**src/rtl/hzPkg.sv**
```systemverilog
package hzPkg;

  typedef enum logic [1:0] {
    FWD_NONE  = 2'b00,
    FWD_EXMEM = 2'b01,
    FWD_MEMWB = 2'b10
  } fwdSel_e;

  // Strobes from the stall/flush control to the top-level outputs
  typedef struct packed {
    logic holdFront;   // freeze PC and fetch/decode register
    logic squashId;    // replace the instruction entering execute with a bubble
    logic flushFetch;  // clear the fetch/decode register
  } hzStrobe_t;

endpackage

```
**src/rtl/hzFwdPath.sv**
```systemverilog
module hzFwdPath
  import hzPkg::*;
#(
  parameter int REG_ADDR_W = 5,
  parameter int NUM_EX_SRC = 2
) (
  input  logic [NUM_EX_SRC-1:0][REG_ADDR_W-1:0] exSrc,
  input  logic [REG_ADDR_W-1:0]                 memRd,
  input  logic                                  memRegWrite,
  input  logic [REG_ADDR_W-1:0]                 wbRd,
  input  logic                                  wbRegWrite,
  output logic [NUM_EX_SRC-1:0][1:0]            srcSel
);

  localparam logic [REG_ADDR_W-1:0] ZERO_REG = '0;

  logic memLive;
  logic wbLive;

  // A producer qualifies only if it writes and its target is not the zero register
  assign memLive = memRegWrite && (memRd != ZERO_REG);
  assign wbLive  = wbRegWrite  && (wbRd  != ZERO_REG);

  for (genvar i = 0; i < NUM_EX_SRC; i++) begin : g_src
    logic    memHit;
    logic    wbHit;
    fwdSel_e pick;

    assign memHit = memLive && (memRd == exSrc[i]);
    assign wbHit  = wbLive  && (wbRd  == exSrc[i]);

    always_comb begin
      if (memHit)     pick = FWD_EXMEM;   // younger result has priority
      else if (wbHit) pick = FWD_MEMWB;
      else            pick = FWD_NONE;
    end

    assign srcSel[i] = pick;
  end

endmodule

```
**src/rtl/hzStallCtrl.sv**
```systemverilog
module hzStallCtrl
  import hzPkg::*;
#(
  parameter int REG_ADDR_W = 5,
  parameter int NUM_ID_SRC = 2
) (
  input  logic [NUM_ID_SRC-1:0][REG_ADDR_W-1:0] idSrc,
  input  logic [REG_ADDR_W-1:0]                 exRd,
  input  logic                                  exMemRead,
  input  logic                                  exTaken,
  output hzStrobe_t                             strobe
);

  localparam logic [REG_ADDR_W-1:0] ZERO_REG = '0;

  logic [NUM_ID_SRC-1:0] useHit;
  logic                  loadUse;

  for (genvar i = 0; i < NUM_ID_SRC; i++) begin : g_use
    assign useHit[i] = (exRd == idSrc[i]);
  end

  assign loadUse = exMemRead && (exRd != ZERO_REG) && (|useHit);

  always_comb begin
    strobe            = '0;
    strobe.flushFetch = exTaken;
    // A taken transfer discards the decode instruction, so a hold is pointless
    strobe.holdFront  = loadUse && !exTaken;
    strobe.squashId   = loadUse || exTaken;
  end

endmodule

```
**src/rtl/hazardFwdCtrl.sv**
```systemverilog
module hazardFwdCtrl
  import hzPkg::*;
#(
  parameter int REG_ADDR_W = 5
) (
  input  logic [REG_ADDR_W-1:0] idRs1,
  input  logic [REG_ADDR_W-1:0] idRs2,
  input  logic [REG_ADDR_W-1:0] exRs1,
  input  logic [REG_ADDR_W-1:0] exRs2,
  input  logic [REG_ADDR_W-1:0] exRd,
  input  logic                  exMemRead,
  input  logic                  exTaken,
  input  logic [REG_ADDR_W-1:0] memRd,
  input  logic                  memRegWrite,
  input  logic [REG_ADDR_W-1:0] wbRd,
  input  logic                  wbRegWrite,
  output logic [1:0]            fwdSelA,
  output logic [1:0]            fwdSelB,
  output logic                  holdPc,
  output logic                  holdIfId,
  output logic                  bubbleEx,
  output logic                  flushIfId
);

  localparam int NUM_SRC = 2;

  logic [NUM_SRC-1:0][REG_ADDR_W-1:0] exSrcBus;
  logic [NUM_SRC-1:0][REG_ADDR_W-1:0] idSrcBus;
  logic [NUM_SRC-1:0][1:0]            selBus;
  hzStrobe_t                          strobe;

  assign exSrcBus = {exRs2, exRs1};
  assign idSrcBus = {idRs2, idRs1};

  hzFwdPath #(
    .REG_ADDR_W (REG_ADDR_W),
    .NUM_EX_SRC (NUM_SRC)
  ) u_fwd (
    .exSrc       (exSrcBus),
    .memRd       (memRd),
    .memRegWrite (memRegWrite),
    .wbRd        (wbRd),
    .wbRegWrite  (wbRegWrite),
    .srcSel      (selBus)
  );

  hzStallCtrl #(
    .REG_ADDR_W (REG_ADDR_W),
    .NUM_ID_SRC (NUM_SRC)
  ) u_ctrl (
    .idSrc     (idSrcBus),
    .exRd      (exRd),
    .exMemRead (exMemRead),
    .exTaken   (exTaken),
    .strobe    (strobe)
  );

  assign fwdSelA   = selBus[0];
  assign fwdSelB   = selBus[1];
  assign holdPc    = strobe.holdFront;
  assign holdIfId  = strobe.holdFront;
  assign bubbleEx  = strobe.squashId;
  assign flushIfId = strobe.flushFetch;

endmodule

```
**config.mk**
```make
export PLATFORM = sky130hd
export DESIGN_NAME = hazardFwdCtrl
export DESIGN_NICKNAME = d
export VERILOG_FILES = /design/src/rtl/hzPkg.sv /design/src/rtl/hzFwdPath.sv /design/src/rtl/hzStallCtrl.sv /design/src/rtl/hazardFwdCtrl.sv
export SDC_FILE = /design/constraint.sdc
export NUM_CORES = 1
export LEC_CHECK = 0
export ABC_AREA = 1
export BUFFER_PORTS_ARGS = -buffer_cell sky130_fd_sc_hd__clkbuf_2
export CORE_MARGIN = 1.5
export CORE_UTILIZATION = 30
export DETAILED_ROUTE_END_ITERATION = 16
export PLACE_DENSITY = 0.75
export RECOVER_POWER = 50
export SLEW_MARGIN = 15
export SYNTH_ARGS = -nofsm -noshare
export SYNTH_HDL_FRONTEND = slang
export SYNTH_SLANG_ARGS = --single-unit
```
**constraint.sdc**
```tcl
create_clock -name vclk -period 1.2
set_input_delay 0.06 -clock vclk [all_inputs]
set_output_delay 0.06 -clock vclk [all_outputs]
set_load 0.01 [all_outputs]
```
==> results.json, run 1 <==
{
  "io_pins": 47,
  "maxCapViolations": 0,
  "min_path_type": "input pin to primary output",
  "grt_pass1_vias": 572,
  "rsz0062_at_grt": "no",
  "p_total_uw": 245.8,
  "worstPathArrival_ns": 0.90,
  "grt_usage_pct": 12.58,
  "grt_max_degree": 5,
  "ir_worst_vdd_mv": 0.1319,
  "vias_per_cell": 4.237,
  "timing.fmax_ghz": 1.038,
  "synth_fp_nets": 140,
  "final_nets": 185,
  "sequential_cell_total": 0,
  "hold-path-cell-count": 2,
  "powerDensity_nw_per_um2": 322.0,
  "nFillCells": 185,
  "critPathMaxFanout": 3,
  "antenna_cells": 0,
  "finalCritPeriodShare_pct": 80.31,
  "slew_viol_final": 0,
  "die_area_sq_um": 2061,
  "yosys_warnings": 0,
  "min_to": "flushIfId",
  "antenna_left": 0,
  "firstDrtPassIters": 4,
  "critPathLaunchType": "input pin",
  "hold_buffers": 0,
  "dp_hpwl_mm": 1.294,
  "place_area_sq_um": 775.7,
  "final.setup.tns_ns": 0,
  "core_sq_um": 1708,
  "postCtsSetupRepairBufs": 0,
  "initialDrtViolationCount": 2,
  "avgSynthCellArea_sq_um": 5.339,
  "drt_wl_total_mm": 1.345,
  "synth_area_sq_um": 539.3,
  "leakage_uw": 0.0004599,
  "post_cts_resized": 0,
  "io_buffer_count": 47,
  "worst_setup_path_end_kind": "primary output",
  "period_minus_slack_ns": 0.9638,
  "clock_buffers": 0,
  "start_util_pct": 31.58,
  "grt_pass1_wl_mm": 2.007,
  "antenna_found_initial": 0,
  "grt-ovfl-total": 0,
  "die_height_microns": 45.40,
  "syn_to_final_growth_pct": 41.53,
  "crit_required_ns": 1.14,
  "synthCells": 101,
  "hold_viol": 0,
  "vias": 716,
  "drive_gt1_share_pct": 34.03,
  "path_class": "input pin to primary output",
  "ys_types": 15,
  "regArea_sq_um": 0,
  "final_area_sq_um": 763.2,
  "dieWidth_microns": 45.40,
  "yosysSeqAreaShare_pct": 0,
  "gp_congestion": 0.7728,
  "final_util_pct": 44.69,
  "slew_headroom_pct": 83.04,
  "holdCritStartpoint": "exTaken",
  "outcome": "finished clean",
  "worst_slew_pin_slew_ns": 0.2524,
  "setup_viol": 0,
  "avgRoutedWirePerCell_microns": 7.959,
  "drc": 0,
  "fp-row-count": 15
}
[per-layer routing]
metal	part of all wire [%]	global-route usage [%]	vias to the layer above
li1	-	-	387
met1	38	12.38	289
met2	53	28.73	40
met3	9.0	0.3968	0
met4	0	0	0
met5	0	0	-
[worst max-delay path by stage]
stage | slack [ns] | cells past startpoint | startpoint | endpoint
4_1_cts | 0.26 | 10 | exRd[1] | holdIfId
2_1_floorplan | 0.40 | 9 | exRd[1] | holdPc
3_3_place_gp | 0.26 | 6 | exRs1[2] | fwdSelA[1]
3_5_place_dp | 0.26 | 10 | exRd[1] | holdIfId
6_report | 0.24 | 6 | memRd[1] | fwdSelB[1]
5_1_grt | 0.12 | 6 | memRd[1] | fwdSelB[1]
[where the power goes]
group	switching [uW]	internal (uW)	total (uW)
registers	0	0	0
clock network	0	0	0
logic	124	122	246
[placed cells by master (no fill, tap or decap)]
cell type  synthesis  routed
clkbuf_1           0       2
clkbuf_2           0      45
inv_1             14      14
inv_2              1       1
nand2_1           32      32
nand2_2            1       1
nand3_1            4       4
nand4_1            1       1
nor2_1            14      14
nor2_2             1       1
nor3_1             2       4
o21ai_0            2       2
o21ai_2            1       1
xnor2_1           16      16
xor2_1             6       6
[cell type report]
type | count | area (sq um) | share of cell area [%]
repair buffers | 47 | 232.7 | 30.49
inverters | 15 | 56.30 | 7.377
multi-input cells | 82 | 442.9 | 58.03
well taps | 25 | 31.28 | 4.098
[critical path: stages]
cell,delay (ns)
clkbuf_2,0.12
xnor2_1,0.21
nand2_1,0.08
nor3_1,0.25
nor2_1,0.07
clkbuf_2,0.13
[cell families (layout without fill, tap and decap cells)]
| logic type | after synthesis | in the layout | synth area share, % |
|---|---|---|---|
| compound gates | 3 | 3 | 3.481 |
| xor+xnor | 22 | 22 | 35.73 |
| simple gates | 57 | 57 | 44.78 |
| buf+inv | 19 | 62 | 16.01 |
[stage by stage]
stage	hold WS, ns	setup WS, ns	cells
2_1_floorplan	0.1547	0.4006	101
5_1_grt	0.3593	0.1179	169
4_1_cts	0.3467	0.2594	169
3_3_place_gp	0.3454	0.2623	169
3_5_place_dp	0.3478	0.2625	169
6_report	0.3463	0.2362	169
[synth_stat cells]
cell type | number | area, sq um
nand2_1 | 32 | 120.1
xnor2_1 | 16 | 140.1
inv_1 | 14 | 52.55
nor2_1 | 14 | 52.55
xor2_1 | 6 | 52.55
buf_4 | 4 | 30.03
nand3_1 | 4 | 20.02
nor3_1 | 2 | 10.01
nor3_2 | 2 | 20.02
o21ai_0 | 2 | 10.01
inv_2 | 1 | 3.750
nand2_2 | 1 | 6.260
nand4_1 | 1 | 6.260
nor2_2 | 1 | 6.260
o21ai_2 | 1 | 8.760
No activity file was read; power rests on OpenSTA's default activity.
==> run 2: changes to the inputs <==
clock period = 0.9 ns   (was 1.2 ns; I/O delays follow)
==> run 2 against run 1 <==
Against the previous run: power rose by 78%; design area rose by 27%; utilization rose by 12 points; worst setup slack got worse by 0.22 ns; flip-flop and latch count did not move; cell count did not move; worst hold slack got worse by 0.031 ns; count of clock-buffer cells in the layout did not move; global-route usage did not move; sequential share of layout area did not move; die area did not move; non-clock buffer count did not move; largest cell class unchanged.
==> results.json, run 2 (synthesized netlist as in run 1, its figures left out) <==
{
  "vias": 730,
  "slew_viol_final": 0,
  "worst_hold_slack_ns": 0.3158,
  "dieWidth_microns": 45.40,
  "grt_pass1_wl_mm": 2.007,
  "final_nets": 185,
  "sequential_cell_total": 0,
  "final_util_pct": 56.56,
  "drive_gt1_share_pct": 47.22,
  "gp_congestion": 0.7728,
  "finalCritPeriodShare_pct": 98.12,
  "layout_commonest_cell": "nand2_1",
  "initialDrtViolationCount": 4,
  "min_path_type": "input pin to primary output",
  "min_to": "flushIfId",
  "final.setup.tns_ns": 0,
  "fp-row-count": 15,
  "leakage_uw": 0.0005410,
  "combinationalPowerShare_pct": 100.0,
  "syn_to_final_growth_pct": 79.12,
  "postCtsSetupRepairBufs": 0,
  "final_cell_mix": "nand2_1, clkbuf_2, nor2_1, inv_1, buf_6",
  "clock_buffers": 0,
  "seq_power_share_pct": 0,
  "antenna_cells": 0,
  "maxCapViolations": 0,
  "critPathMaxFanout": 2,
  "slew_headroom_pct": 87.19,
  "worst_slew_pin_slew_ns": 0.1914,
  "antenna_found_initial": 0,
  "p_int_uw": 240.8,
  "io_buffer_count": 47,
  "die_height_microns": 45.40,
  "timing.fmax_ghz": 1.132,
  "critPathLaunchType": "input pin",
  "power_switching_uw": 196.4,
  "drc": 0,
  "ir_worst_vdd_mv": 0.2335,
  "io_pins": 47,
  "p_clk_share_pct": 0,
  "hold-path-cell-count": 2,
  "regArea_sq_um": 0,
  "setup_viol": 0,
  "nFillCells": 155,
  "start_util_pct": 31.58,
  "antenna_left": 0,
  "dp_hpwl_mm": 1.294,
  "die_area_sq_um": 2061,
  "drt_wl_total_mm": 1.482,
  "worstPathArrival_ns": 0.84,
  "hold_viol": 0,
  "path_class": "input pin to primary output",
  "crit_required_ns": 0.85,
  "final_area_sq_um": 965.9,
  "vias_per_cell": 4.320,
  "grt_pass1_vias": 567,
  "rsz0062_at_grt": "yes",
  "switching_share_pct": 44.92,
  "outcome": "finished clean",
  "core_sq_um": 1708,
  "grt-ovfl-total": 0,
  "worst_setup_path_end_kind": "primary output",
  "period_minus_slack_ns": 0.8831,
  "firstDrtPassIters": 2,
  "holdCritStartpoint": "exTaken",
  "grt_max_degree": 5,
  "avgRoutedWirePerCell_microns": 8.769,
  "place_area_sq_um": 775.7,
  "grt_usage_pct": 12.58,
  "powerDensity_nw_per_um2": 452.6,
  "hold_buffers": 0
}
## run 2: how the worst max path moves through the flow
stage	slack, ns	from	cells past startpoint	to
after floorplan	0.13	exRd[1]	9	holdPc
after global placement	-0.008	exRs1[2]	6	fwdSelA[1]
after detailed placement	-0.008	exRd[1]	10	holdIfId
after CTS	0.001	exRd[0]	10	holdIfId
after global routing	-0.08	exRd[1]	10	holdPc
final	0.02	exRs2[4]	6	fwdSelB[1]
## run 2: power by group through the flow
stage          Combinational, uW  Sequential [uW]  Clock (uW)
6_report                     437                0           0
5_1_grt                      477                0           0
4_1_cts                      345                0           0
3_5_place_dp                 336                0           0
3_3_place_gp                 328                0           0
2_1_floorplan                180                0           0
## run 2: cell type report
class	count	area, sq um	area share, %
Inverter	15	58.81	6.088
Multi-Input combinational cell	82	539.3	55.83
Tap cell	25	31.28	3.238
Timing Repair Buffer	47	336.6	34.84
## run 2: what timing repair did
| action | CTS | global route |
|---|---|---|
| gates resized for setup | 2 | 65 |
| setup endpoints to repair | 4 | 7 |
| pin swaps | 4 | 32 |
| hold endpoints to repair | 0 | 0 |
## run 2: stage by stage
step / instances / setup WS (ns) / power, uW
after global routing: 169 / -0.07763 / 476.6
final: 169 / 0.01692 / 437.2
after CTS: 169 / 0.001102 / 344.8
after detailed placement: 169 / -0.007514 / 336.0
after floorplan: 101 / 0.1306 / 180.1
after global placement: 169 / -0.007670 / 327.7
## run 2: per-layer routing
layer	vias to the layer above	wire length (microns)	GRT usage, %	share of wire [%]
li1	385	-	-	-
met1	305	548	12.14	37
met2	40	819	29.01	55
met3	0	114	0.3968	7.7
met4	0	0	0	0
met5	-	0	0	0
## run 2: worst max-delay path: stages
cell	delay, ns
clkbuf_2	0.11
xnor2_2	0.16
nand3_1	0.10
nor3_2	0.22
nor2_1	0.07
buf_2	0.14
==> run 3: changes to the inputs <==
SETUP_SLACK_MARGIN = 0.05   (was default)
==> run 3 against run 2 <==
Against the previous run: the flow now finishes with violations (negative setup slack); wire length up 8.5%; critical path depth up 4; non-clock buffer count unchanged; largest power group unchanged; utilization up 0.29 points; worst hold slack about the same.
==> results.json, run 3 (synthesized netlist as in run 1, its figures left out) <==
{
  "postCtsSetupRepairBufs": 0,
  "final_area_sq_um": 970.9,
  "antenna_left": 0,
  "setup_viol": 2,
  "path_class": "input pin to primary output",
  "powerDensity_nw_per_um2": 454.2,
  "drt_wl_total_mm": 1.608,
  "path_delay_family": "simple AND/OR/NAND/NOR gates",
  "antenna_found_initial": 0,
  "start_util_pct": 31.58,
  "period_minus_slack_ns": 0.9347,
  "cpPeakStageDelay_ns": 0.13,
  "grt.met3_usage_pct": 0.3968,
  "p_total_uw": 441.0,
  "critPathMaxFanout": 2,
  "io_pins": 47,
  "violations": "negative setup slack",
  "rsz0062_at_grt": "yes",
  "grt_pass1_wl_mm": 2.083,
  "final_nets": 185,
  "finalCritPeriodShare_pct": 103.9,
  "vias": 735,
  "dp_hpwl_mm": 1.294,
  "critPathLaunchType": "input pin",
  "worst_slack_ns": -0.03465,
  "firstDrtPassIters": 2,
  "hold_buffers": 0,
  "slew_viol_final": 0,
  "outcome": "finished with violations",
  "initialDrtViolationCount": 2,
  "dieWidth_microns": 45.40,
  "crit_slowest_cell": "nor2_1",
  "cpMostUsedCell": "nand2_1",
  "drive_gt1_share_pct": 50.00,
  "crit_required_ns": 0.85,
  "core_sq_um": 1708,
  "antenna_cells": 0,
  "leakage_uw": 0.0005349,
  "path_buf_inv": 3,
  "crit_chain": "clkbuf_2, inv_1, nand2_1, nand2_1, nor2_1, nand3_1, nand2_1, nand2_2, nor2_2, buf_2",
  "pre_cts_slack_ns": -0.007514,
  "layout_commonest_cell": "nand2_1",
  "avgRoutedWirePerCell_microns": 9.515,
  "grt-ovfl-total": 0,
  "grt_max_degree": 5,
  "final.setup.tns_ns": -0.06779,
  "die_height_microns": 45.40,
  "place_area_sq_um": 775.7,
  "clock_buffers": 0,
  "grt_util_met2_pct": 30.14,
  "gp_congestion": 0.7728,
  "worst_setup_path_end_kind": "primary output",
  "regArea_sq_um": 0,
  "maxCapViolations": 0,
  "grt_pass1_vias": 583,
  "top_usage_layer": "met2",
  "timing.fmax_ghz": 1.070,
  "vias_per_cell": 4.349,
  "sequential_cell_total": 0,
  "ir_worst_vdd_mv": 0.2563,
  "syn_to_final_growth_pct": 80.05,
  "io_buffer_count": 47,
  "grt_usage_pct": 13.09,
  "use_met1_pct": 12.68,
  "worstPathArrival_ns": 0.89,
  "worst_slew_pin_slew_ns": 0.2386,
  "hold_viol": 0,
  "fp-row-count": 15,
  "min_path_type": "input pin to primary output",
  "die_area_sq_um": 2061,
  "final_cell_mix": "nand2_1, clkbuf_2, nor2_1, xnor2_1",
  "slew_headroom_pct": 83.97,
  "drc": 0
}
[run 3: cell count changes in the layout (fill, tap and decap cells not counted), sizes merged]
cell	before	now
clkbuf	26	23
buf	21	24
[run 3: path summary, 6_finish.rpt]
| kind | start | end | slack [ns] | cells past startpoint |
|---|---|---|---|---|
| setup / recovery | idRs1[0] | holdIfId | -0.03 | 10 |
| hold / removal | exTaken | flushIfId | 0.32 | 2 |
[run 3: final cells by class]
cell class / instances / area [sq um]
fill: 151 / 737.0
inverter: 15 / 58.81
multi-input combinational: 82 / 536.8
tap: 25 / 31.28
timing repair buffer: 47 / 344.1
[run 3: power by group]
part	switching (uW)	internal (uW)
Clock	0	0
Sequential	0	0
Combinational	202	239
[run 3: per-stage QoR]
stage | util [%] | hold WS, ns | std cells
2_1_floorplan | - | 0.1247 | 101
3_3_place_gp | 45.42 | 0.3154 | 169
3_5_place_dp | 45.42 | 0.3178 | 169
4_1_cts | 49.23 | 0.3167 | 169
5_1_grt | 56.85 | 0.3297 | 169
6_report | 56.85 | 0.3156 | 169
[run 3: what timing repair did]
item	CTS	global route
pin swaps	15	38
endpoints found under the setup margin	7	7
gates resized for setup	12	62
[run 3: layer usage]
| metal | up-vias | routed length (microns) |
|---|---|---|
| met5 | - | 0 |
| met4 | 0 | 0 |
| met3 | 0 | 110 |
| met2 | 40 | 908 |
| met1 | 311 | 589 |
| li1 | 384 | - |
